`config.mk`:
```
export PLATFORM = sky130hd
export DESIGN_NAME = copy_ring_builder
export DESIGN_NICKNAME = d
export VERILOG_FILES = /design/src/rtl/copy_ring_builder.sv
export SDC_FILE = /design/constraint.sdc
export NUM_CORES = 1
export LEC_CHECK = 0
export BUFFER_PORTS_ARGS = -buffer_cell sky130_fd_sc_hd__buf_2
export CAP_MARGIN = 20
export CORE_AREA = 3 3 137 139
export DETAILED_ROUTE_END_ITERATION = 8
export DIE_AREA = 0 0 140 142
export HOLD_SLACK_MARGIN = 0.05
export PLACE_DENSITY = 0.87
export SETUP_SLACK_MARGIN = 0.4
export SYNTH_ARGS = -nofsm -noshare
export SYNTH_HDL_FRONTEND = slang
export SYNTH_SLANG_ARGS = --single-unit
```
`constraint.sdc`:
```
create_clock -name clk -period 4.8 [get_ports clk]
set_input_delay 0.72 -clock clk [delete_from_list [all_inputs] [get_ports clk]]
set_output_delay 0.72 -clock clk [all_outputs]
set_load 0.05 [all_outputs]
```
`src/rtl/copy_ring_builder.sv`:
```
module copy_ring_builder #(
  parameter int AW         = 32,
  parameter int LEN_W      = 20,
  parameter int RING_DEPTH = 8,
  parameter int MAX_CHUNK  = 16256,
  localparam int IW        = $clog2(RING_DEPTH)
) (
  input  logic             clk,
  input  logic             rst_n,
  input  logic             req_valid,
  output logic             req_ready,
  input  logic [AW-1:0]    req_src,
  input  logic [AW-1:0]    req_dst,
  input  logic [LEN_W-1:0] req_len,
  input  logic [IW-1:0]    rx_cpu_idx,
  output logic             mem_we,
  output logic             mem_ring,
  output logic [IW-1:0]    mem_slot,
  output logic [1:0]       mem_word,
  output logic [31:0]      mem_wdata,
  output logic             idx_wr,
  output logic [IW-1:0]    idx_data,
  output logic             done
);
  localparam int PLEN_W = 14;
  localparam logic [LEN_W-1:0] MAXL = LEN_W'(MAX_CHUNK);
  localparam logic [IW-1:0] LAST_SLOT = IW'(RING_DEPTH - 1);

  typedef enum logic [3:0] {
    S_INIT, S_IDLE, S_TA0, S_TA1, S_TFL, S_RA, S_RFL, S_PUB, S_FIN
  } st_t;

  st_t               st;
  logic [IW-1:0]     init_cnt, tx_wp, rx_wp;
  logic [AW-1:0]     src_cur, dst_cur;
  logic [LEN_W-1:0]  rem, len_sv;
  logic [PLEN_W-1:0] len0, len1;
  logic              last0, last1;

  logic [PLEN_W-1:0] chunk;
  logic              is_last;

  assign is_last   = (rem <= MAXL);
  assign chunk     = is_last ? rem[PLEN_W-1:0] : PLEN_W'(MAX_CHUNK);
  assign req_ready = (st == S_IDLE);
  assign idx_wr    = (st == S_PUB);
  assign idx_data  = tx_wp;
  assign done      = (st == S_FIN);

  always_comb begin
    mem_we    = 1'b0;
    mem_ring  = 1'b0;
    mem_slot  = tx_wp;
    mem_word  = 2'd0;
    mem_wdata = 32'h0;
    case (st)
      S_INIT: begin
        mem_we    = 1'b1;
        mem_slot  = init_cnt;
        mem_word  = 2'd1;
        mem_wdata = 32'hC000_0000;
      end
      S_TA0: begin
        mem_we    = 1'b1;
        mem_wdata = 32'(src_cur);
      end
      S_TA1: begin
        mem_we    = 1'b1;
        mem_word  = 2'd2;
        mem_wdata = 32'(src_cur);
      end
      S_TFL: begin
        mem_we    = 1'b1;
        mem_word  = 2'd1;
        mem_wdata = {1'b0, last0, len0, 1'b0, last1, len1};
      end
      S_RA: begin
        mem_we    = 1'b1;
        mem_ring  = 1'b1;
        mem_slot  = rx_wp;
        mem_wdata = 32'(dst_cur);
      end
      S_RFL: begin
        mem_we    = 1'b1;
        mem_ring  = 1'b1;
        mem_slot  = rx_wp;
        mem_word  = 2'd1;
        mem_wdata = {2'b00, len0, 16'h0000};
      end
      default: ;
    endcase
  end

  always_ff @(posedge clk) begin
    if (!rst_n) begin
      st       <= S_INIT;
      init_cnt <= '0;
      tx_wp    <= '0;
      rx_wp    <= '0;
      src_cur  <= '0;
      dst_cur  <= '0;
      rem      <= '0;
      len_sv   <= '0;
      len0     <= '0;
      len1     <= '0;
      last0    <= 1'b0;
      last1    <= 1'b0;
    end else begin
      case (st)
        S_INIT: begin
          init_cnt <= init_cnt + 1'b1;
          if (init_cnt == LAST_SLOT) st <= S_IDLE;
        end
        S_IDLE: begin
          if (req_valid && (req_len != '0)) begin
            src_cur <= req_src;
            dst_cur <= req_dst;
            rem     <= req_len;
            len_sv  <= req_len;
            rx_wp   <= rx_cpu_idx + 1'b1;
            st      <= S_TA0;
          end
        end
        S_TA0: begin
          len0    <= chunk;
          last0   <= is_last;
          len1    <= '0;
          last1   <= 1'b0;
          src_cur <= src_cur + AW'(chunk);
          rem     <= rem - LEN_W'(chunk);
          st      <= is_last ? S_TFL : S_TA1;
        end
        S_TA1: begin
          len1    <= chunk;
          last1   <= is_last;
          src_cur <= src_cur + AW'(chunk);
          rem     <= rem - LEN_W'(chunk);
          st      <= S_TFL;
        end
        S_TFL: begin
          tx_wp <= tx_wp + 1'b1;
          if (last0 || last1) begin
            rem <= len_sv;
            st  <= S_RA;
          end else begin
            st  <= S_TA0;
          end
        end
        S_RA: begin
          len0    <= chunk;
          last0   <= is_last;
          dst_cur <= dst_cur + AW'(chunk);
          rem     <= rem - LEN_W'(chunk);
          st      <= S_RFL;
        end
        S_RFL: begin
          rx_wp <= rx_wp + 1'b1;
          st    <= last0 ? S_PUB : S_RA;
        end
        S_PUB:   st <= S_FIN;
        S_FIN:   st <= S_IDLE;
        default: st <= S_IDLE;
      endcase
    end
  end
endmodule


```
**Word-level counts from Yosys, hierarchy flattened**

Index checks and enable logic that the tools add are counted.

- Register bits: 147
- Input bits: 90
- Output and inout port bits: 45
- Word-level logic and storage cells: 76

- $add $sub $neg: 7
- Magnitude comparators: 1
- Equal/unequal tests: 12
- Muxes and demuxes: 23
- Reduce and logical (&&, ||, !) cells: 21

Operator list:

| cell | number |
|---|---|
| $pmux 32 s5 | 1 |
| $pmux 32 s2 | 2 |
| $add 32x14->32 | 2 |
| $mux 32 | 2 |
| $pmux 20 s3 | 1 |
| $mux 20 | 2 |
| $pmux 4 s8 | 1 |
| $pmux 14 s2 | 1 |
| $le 20x14->1 const B | 1 |
| $reduce_bool 20->1 | 1 |
| $sub 20x14->20 | 1 |
| $eq 4x3->1 const B | 4 |
| $mux 14 | 1 |
| $add 3x1->3 const B | 4 |
| $pmux 3 s2 | 2 |
| $reduce_and 2->1 | 5 |
| $mux 3 | 3 |
| $eq 4x2->1 const B | 2 |
| $mux 4 | 2 |
| $reduce_bool 2->1 | 4 |
| $reduce_or 2->1 | 3 |
| $reduce_or 3->1 | 2 |
| $reduce_or 6->1 | 1 |
| $eq 4x1->1 const B | 1 |
| other kinds (13) | 15 |

**Depth between registers and ports, before layout**

Gate-level depths: netlist of the first run.

- Depth after elaboration: 4
- Gate-level depth with buffers: 18
- Mapped depth without buffers: 14

**Worst setup path before layout of the first run**

Ideal clock, no wire load.

- Kind: register -> register
- Start: register rem[14]
- End: register src_cur[25]
- Setup time: 95 ps
- Arrival: 4535 ps
- Data required time: 4705 ps
- Path slack: 170 ps
- Cell stages (with the launch flop): 18
- Path buffers: 3
- Period minus slack after synthesis: 4630 ps
- Cell sequence: dfxtp_1 buf_6 or4_4 nor3_2 o41a_2 clkbuf_1 and2_1 ha_1 a21o_1 maj3_1 nand4_1 a21oi_1 o41ai_1 a21oi_2 a31oi_2 buf_2 o21ai_0 a221oi_1

- Word-level cells in the longest chain between the ends: 4

RTL lines:

| item | RTL line | text |
|---|---|---|
| from (decl) | 36 | `logic [LEN_W-1:0] rem, len_sv;` |
| from (signal assigned) | 118 | `rem <= req_len;` |
| from (signal assigned) | 130 | `rem <= rem - LEN_W'(chunk);` |
| from (signal assigned) | 137 | `rem <= rem - LEN_W'(chunk);` |
| $le 20x14->1 | 43 | `assign is_last = (rem <= MAXL);` |
| $mux 14 | 44 | `assign chunk = is_last ? rem[PLEN_W-1:0] : PLEN_W'(MAX_CHUNK);` |
| named net chunk[1] | 40 | `logic [PLEN_W-1:0] chunk;` |
| $add 32x14->32 | 129, 136 |  |
| $pmux 32 s2 | 109 | `case (st)` |
| to (signal assigned) | 116 | `src_cur <= req_src;` |
| to (signal assigned) | 129 | `src_cur <= src_cur + AW'(chunk);` |
| to (signal assigned) | 136 | `src_cur <= src_cur + AW'(chunk);` |
| to (decl) | 35 | `logic [AW-1:0] src_cur, dst_cur;` |

The timed path passes the listed nets, and every way through them passes these cells.
A chain may end at the register's enable or synchronous reset.

**Final worst setup path of the first run**

- Start: register rem[14]
- End: register src_cur[22]

Same word-level chain as after synthesis.

==> results of run 1 <==
==> final cells by class <==
| type | count | area (um2) | share of cell area [%] |
|---|---|---|---|
| Timing Repair Buffer | 165 | 907 | 8.36 |
| Multi-Input combinational cell | 953 | 5940 | 54.8 |
| Inverter | 41 | 155 | 1.43 |
| Clock inverter | 7 | 95.1 | 0.877 |
| Clock buffer | 25 | 515 | 4.75 |
| Tap cell | 229 | 287 | 2.64 |
| Sequential cell | 147 | 2940 | 27.1 |
==> flip-flops by register name, indices dropped and copies added (netlist names) <==
signal	count
dst_cur	32
src_cur	32
len_sv	20
rem	20
len0	14
len1	14
st	4
idx_data	3
init_cnt	3
rx_wp	3
last0	1
last1	1
==> per-layer routing <==
layer	track usage [%]	part of all wire (%)
met1	40.4	39
met5	0	0
met4	12.1	3.2
met2	47.3	46
met3	6.32	12
==> worst register-to-register path, stage by stage (launching register included) <==
cell     delay (ns)
dfxtp_1        0.41
or4_4          0.64
nor3_4         0.17
buf_4          0.20
or2b_1         0.33
ha_1           0.41
a21oi_1        0.23
or3b_2         0.49
or3_4          0.43
a31oi_4        0.24
buf_4          0.16
o31ai_1        0.09
a21oi_1        0.22
nor3_1         0.07
==> report_power, final <==
| group | switching (mW) | internal [mW] | leakage (nW) |
|---|---|---|---|
| sequential | 0.00625 | 1.23 | 1.18 |
| clock | 0.529 | 0.848 | 0.299 |
| combinational | 0.0862 | 0.0559 | 3.05 |
| total | 0.621 | 2.13 | 4.54 |
==> placed cells by master, fill, tap and decap left out, types with 7 or more instances in the layout <==
master	synthesis	routed
a31oi_1	27	27
xnor2_1	11	11
dfxtp_1	147	147
a211oi_1	7	7
mux2i_1	13	13
a22oi_1	43	43
or3_1	9	9
and3_1	27	26
buf_2	4	134
xor2_1	11	11
inv_1	40	40
nor2_1	109	108
a311oi_1	12	12
nor3_1	21	20
o21ai_0	68	68
a221oi_1	17	17
nand2b_1	8	8
buf_4	0	30
nor4_1	13	11
a21o_1	14	14
or4_1	8	7
a21oi_1	114	114
and2_1	14	13
a222oi_1	30	30
clkbuf_16	0	17
nand3_1	34	34
ha_1	27	26
nand2_1	184	182
nand4_1	10	10
o211ai_1	12	12
==> final timing paths <==
check | to | slack [ns] | cells after the start | start
setup reg to reg | src_cur[22] | 0.59 | 13 | rem[14]
hold reg to reg | len_sv[14] | 0.46 | 2 | len_sv[14]
setup / recovery | src_cur[22] | 0.59 | 13 | rem[14]
hold / removal | len_sv[14] | 0.46 | 2 | len_sv[14]
==> repair_timing <==
action | in CTS | in global routing
endpoints found under the setup margin | 9 | 25
gates resized for setup | 1 | 9
setup buffers | 0 | 3
pin swaps | 0 | 3
==> metrics by stage <==
stage | cell area, um2 | setup WS [ns] | util (%) | std cells
6_report | 10800 | 0.589 | 61.0 | 1567
5_1_grt | 10800 | 0.345 | 61.0 | 1567
4_1_cts | 10800 | 0.406 | 60.6 | 1564
3_5_place_dp | 10200 | 0.312 | 57.2 | 1532
3_3_place_gp | 10200 | 0.449 | 57.1 | 1531
2_1_floorplan | 9330 | 0.462 | - | 1236
==> kinds of logic (layout without fill, tap and decap cells) <==
logic type | Yosys count | in the layout | synth area share (%)
compound gates | 408 | 408 | 30.1
xor+xnor | 22 | 22 | 2.07
fa+ha+maj | 32 | 32 | 4.38
buf+inv | 136 | 238 | 5.69
flops | 147 | 147 | 31.6
mux | 16 | 16 | 1.76
other cells | 1 | 1 | 0.0403
simple gates | 474 | 474 | 24.4
==> reports/qor.csv, run 1 <==
stage;metric;value;unit
global_routing;vias in the first global route;9524;
cts;Root Buffer;clkbuf_16;
yosys;Synth top area share;31.6;%
yosys;cell taking the most area after synthesis;dfxtp_1;
setup_path;largest stage delay on the critical path;0.64;ns
routing;Routed WL;31.0;mm
cts;Worst-Skew Late Latency;0.44;ns
timing;Period Utilization, post-route;87.7;%
yosys;Synth Instances;1236;
finish;layout cells sized above 1;17.6;%
yosys;top cells by area, synth;dfxtp_1 (32%), nand2_1 (7.4%), a21oi_1 (6.1%);
timing;Fmax;0.237;GHz
placement;gpl congestion;0.921;
routing;final routed DRC violation total;0;
timing;Clock Skew;0.0101;ns
power;Leakage;4.54;nW
setup_path;WP data arrival;4.53;ns
die;FP Rows;49;
yosys;Syn Area/Cell;7.54;um2
yosys;Synth Register Bits;147;
setup_path;critical path launch point type;flop;
yosys;sequential-to-total area share from yosys stat;31.6;%
cts;Max Root-Sink Buffers;2;
routing;antenna viol nets, final;0;
timing;Fin Setup TNS;0;ns
die;core area;17800;um2
yosys;Net Count, Synth;1355;
routing;Starting DRT DRC Count;1527;
yosys;FFs w/ async S/R, synth;0;%
routing;via-per-instance ratio;6.64;
finish;Final #Nets;1444;
global_routing;GRT Overall Usage;30.0;%
timing;Final Hold Violating Endpoints;0;
power;PD cells;254;nW/um2
power;Peak VDD IR;0.269;mV
global_routing;total gr overflow;0;
hold_path;Hold Crit Class;flop to flop;
placement;DP HPWL;21.3;mm
setup_path;CP endpoint kind;flop;
timing;Final min period;4.21;ns
cts;H-tree depth;4;
cts;hold-fix buffer count after cts;0;
routing;DRT Pass-1 Iters;7;
flow_run;MaxCap Viol Count;0;
global_routing;first-pass GRT wire length;48.9;mm
setup_path;critical-path cell list;or4_4 > nor3_4 > buf_4 > or2b_1 > ha_1 > a21oi_1 > or3b_2 > or3_4 > a31oi_4 > buf_4 > o31ai_1 > a21oi_1 > nor3_1;
die;die area;19900;um2
setup_path;WP buf/inv;2;
setup_path;Worst EP required;5.12;ns
timing;worst hold slack;0.457;ns
die;die height;142;um
routing;total number of vias;10400;
global_routing;pin count of the biggest net entering global routing;95;
cts;CTS tree;yes;
yosys;ys flop type;dfxtp_1;
routing;WL/cell;19.8;um
finish;fillers;1555;
setup_path;crit path kind;flop to flop;
cts;Worst-path clk slew;0.06;ns
yosys;EDFF count, synth;0;
timing;Slew Limit Fails;0;
power;total power;2.75;mW
finish;# diodes;0;
die;# IOs;135;
timing;Rel. slew slack;27.3;%
timing;RSZ-0062 raised after global routing;yes;
yosys;most instantiated cells after synthesis;nand2_1 (184), dfxtp_1 (147), a21oi_1 (114);
die;initial core utilization;52.4;%
cts;Sink Count;147;
yosys;most frequent cell after synthesis;nand2_1;
yosys;Yosys warning count;0;
setup_path;Top Family by Delay on Critical Path;simple AND/OR/NAND/NOR gates;
yosys;distinct cell type count of the synthesized netlist;84;
finish;Layout area overhead;16.4;%
setup_path;crit-path max FO;9;
placement;I/O Buffers;134;
run_status;outcome;complete, no violations;
timing;Worst Max-Slew Pin Slew;1.08;ns
cts;Num CTS Buffers;17;
setup_path;critical path's slowest cell;or4_4;
die;die width;140;um
timing;Setup Viol. Count Final;0;
yosys;Mapped Area;9320;um2
global_routing;antenna violations before repair;0;
No activity file was read; power rests on OpenSTA's default activity.
==> inputs of run 2 (changes only) <==
--- a/config.mk
+++ b/config.mk
@@ -7,9 +7,9 @@
 export LEC_CHECK = 0
 export BUFFER_PORTS_ARGS = -buffer_cell sky130_fd_sc_hd__buf_2
 export CAP_MARGIN = 20
-export CORE_AREA = 3 3 137 139
+export CORE_AREA = 3 3 158 121
 export DETAILED_ROUTE_END_ITERATION = 8
-export DIE_AREA = 0 0 140 142
+export DIE_AREA = 0 0 161 124
 export HOLD_SLACK_MARGIN = 0.05
 export PLACE_DENSITY = 0.87
 export SETUP_SLACK_MARGIN = 0.4
==> run 2 against run 1 <==
  * The run now ends with DRC left
  * Total power increased by 0.47%
  * Worst hold slack got worse by 0.00059 ns
  * Largest power group unchanged
  * Combinational power about the same
==> reports/qor.csv, run 2 (synthesized netlist as in run 1, its figures left out) <==
stage;metric;value;unit
run_status;outcome;finished with violations;
run_status;failing checks;DRC;
cts;CTS tree;yes;
cts;hold-fix buffer count after cts;0;
global_routing;antenna violations before repair;0;
setup_path;critical path launch point type;flop;
power;Internal;2.11;mW
global_routing;vias in the first global route;9728;
global_routing;first-pass GRT wire length;50.9;mm
flow_run;MaxCap Viol Count;0;
power;Clock power frac;50.2;%
timing;Final min period;4.24;ns
placement;DP HPWL;21.8;mm
cts;Max Root-Sink Buffers;2;
power;PD cells;254;nW/um2
finish;commonest non-fill, non-tap cell in the layout;nand2_1;
die;die area;20000;um2
routing;WL/cell;20.2;um
global_routing;M3 GR Usage;8.14;%
finish;most frequent cells in the layout;nand2_1 (182), dfxtp_1 (145), buf_2 (134), a21oi_1 (112), nor2_1 (108);
finish;Top Registers;dst_cur x32, src_cur x32;
timing;Clock Skew;0.00904;ns
cts;H-tree depth;4;
cts;Worst-Skew Late Latency;0.43;ns
die;core area;17700;um2
finish;final core occ;61.7;%
power;Sequential Power Share;44.6;%
placement;Post-Place Cells;1544;
timing;Final Hold Violating Endpoints;0;
timing;Fmax;0.236;GHz
timing;RSZ-0062 raised after global routing;no;
routing;DRT Pass-1 Iters;9;
power;Net Sw Power;0.651;mW
routing;total number of vias;10600;
timing;Rel. slew slack;38.5;%
global_routing;grt met1 use;43.4;%
die;FP Rows;42;
finish;Finished Layout Cells;1584;
timing;Setup Viol. Count Final;0;
setup_path;crit path kind;flop to flop;
placement;gpl congestion;0.950;
timing;Period Utilization, post-route;88.4;%
setup_path;Worst EP required;5.08;ns
hold_path;Hold Crit Class;flop to flop;
power;Peak VDD IR;0.196;mV
global_routing;GRT Overall Usage;31.5;%
die;initial core utilization;52.8;%
cts;Num CTS Buffers;17;
global_routing;busiest grt layer;met2;
cts;Root Buffer;clkbuf_16;
power;Comb power frac;5.2;%
placement;I/O Buffers;134;
die;die width;161;um
cts;Sink Count;147;
routing;Starting DRT DRC Count;1795;
routing;via-per-instance ratio;6.67;
timing;worst hold slack;0.456;ns
die;# IOs;135;
finish;# diodes;0;
setup_path;WP data arrival;4.52;ns
power;Leakage;4.53;nW
global_routing;pin count of the biggest net entering global routing;55;
finish;Layout area overhead;16.9;%
setup_path;crit-path max FO;9;
routing;Routed WL;32.1;mm
timing;Worst Max-Slew Pin Slew;0.920;ns
die;die height;124;um
power;total power;2.76;mW
routing;antenna viol nets, final;0;
timing;Fin Setup TNS;0;ns
global_routing;total gr overflow;0;
timing;Slew Limit Fails;0;
cts;Worst-path clk slew;0.06;ns
finish;Final #Nets;1449;
setup_path;CP endpoint kind;flop;
power;switch share;23.6;%
global_routing;GRT met2 Usage;48.4;%
finish;layout cells sized above 1;18.3;%
routing;final routed DRC violation total;10;
run 2: cell types whose count changed in the layout (fill, tap and decap cells not counted), sizes merged:
cell and change:
buf +5, bufinv +1, clkbuf -6, clkinv +1
clkinvlp +2, inv +1
run 2: area by class of cell:
type | count | area, um2
Tap cell | 242 | 303
Fill cell | 1545 | 6770
Inverter | 41 | 155
Clock buffer | 19 | 443
Multi-Input combinational cell | 953 | 5950
Timing Repair Buffer | 170 | 941
Sequential cell | 147 | 2950
Clock inverter | 12 | 158
run 2: per-stage QoR:
stage / setup slack [ns] / instance area, um2
after floorplan: 0.462 / 9330
after global placement: 0.443 / 10200
after detailed placement: 0.285 / 10200
after CTS: 0.463 / 10800
after global routing: 0.267 / 10900
final: 0.557 / 10900
run 2: power groups by stage:
stage | logic [mW] | registers [mW] | clock network, mW
global placement | 0.135 | 1.26 | 0
CTS | 0.140 | 1.23 | 1.39
global route | 0.157 | 1.23 | 1.44
finish | 0.144 | 1.23 | 1.39
detailed placement | 0.138 | 1.26 | 0
floorplan | 0.0734 | 1.26 | 0
run 2: final timing paths:
path | start | end | slack, ns | depth (start not counted)
setup reg to reg | rem[14] | src_cur[16] | 0.56 | 13
setup / recovery | rem[14] | src_cur[16] | 0.56 | 13
hold reg to reg | len_sv[0] | len_sv[0] | 0.46 | 2
hold / removal | len_sv[0] | len_sv[0] | 0.46 | 2
run 2: worst max-delay path: stages, from the launching register on:
cell and delay (ns):
dfxtp_1 0.40, or4_4 0.63, nor3_4 0.17, buf_4 0.19, or2b_1 0.34, ha_1 0.42
a21oi_2 0.19, or3b_2 0.49, or3_4 0.43, a31oi_4 0.28, buf_4 0.15, nor3_1 0.04
nor3b_1 0.27, nor3_1 0.09
run 2: what timing repair did:
item / in CTS / in global routing
setup endpoints to repair: 18 / 39
gates resized for setup: 1 / 15
setup buffers: 4 / 4
pin swaps: 1 / 4
run 2: per-layer routing:
| layer | wire length, um | share of wire, % |
|---|---|---|
| met2 | 13800 | 43 |
| met4 | 850 | 2.7 |
| met5 | 0 | 0 |
| met3 | 4410 | 14 |
| met1 | 13000 | 41 |
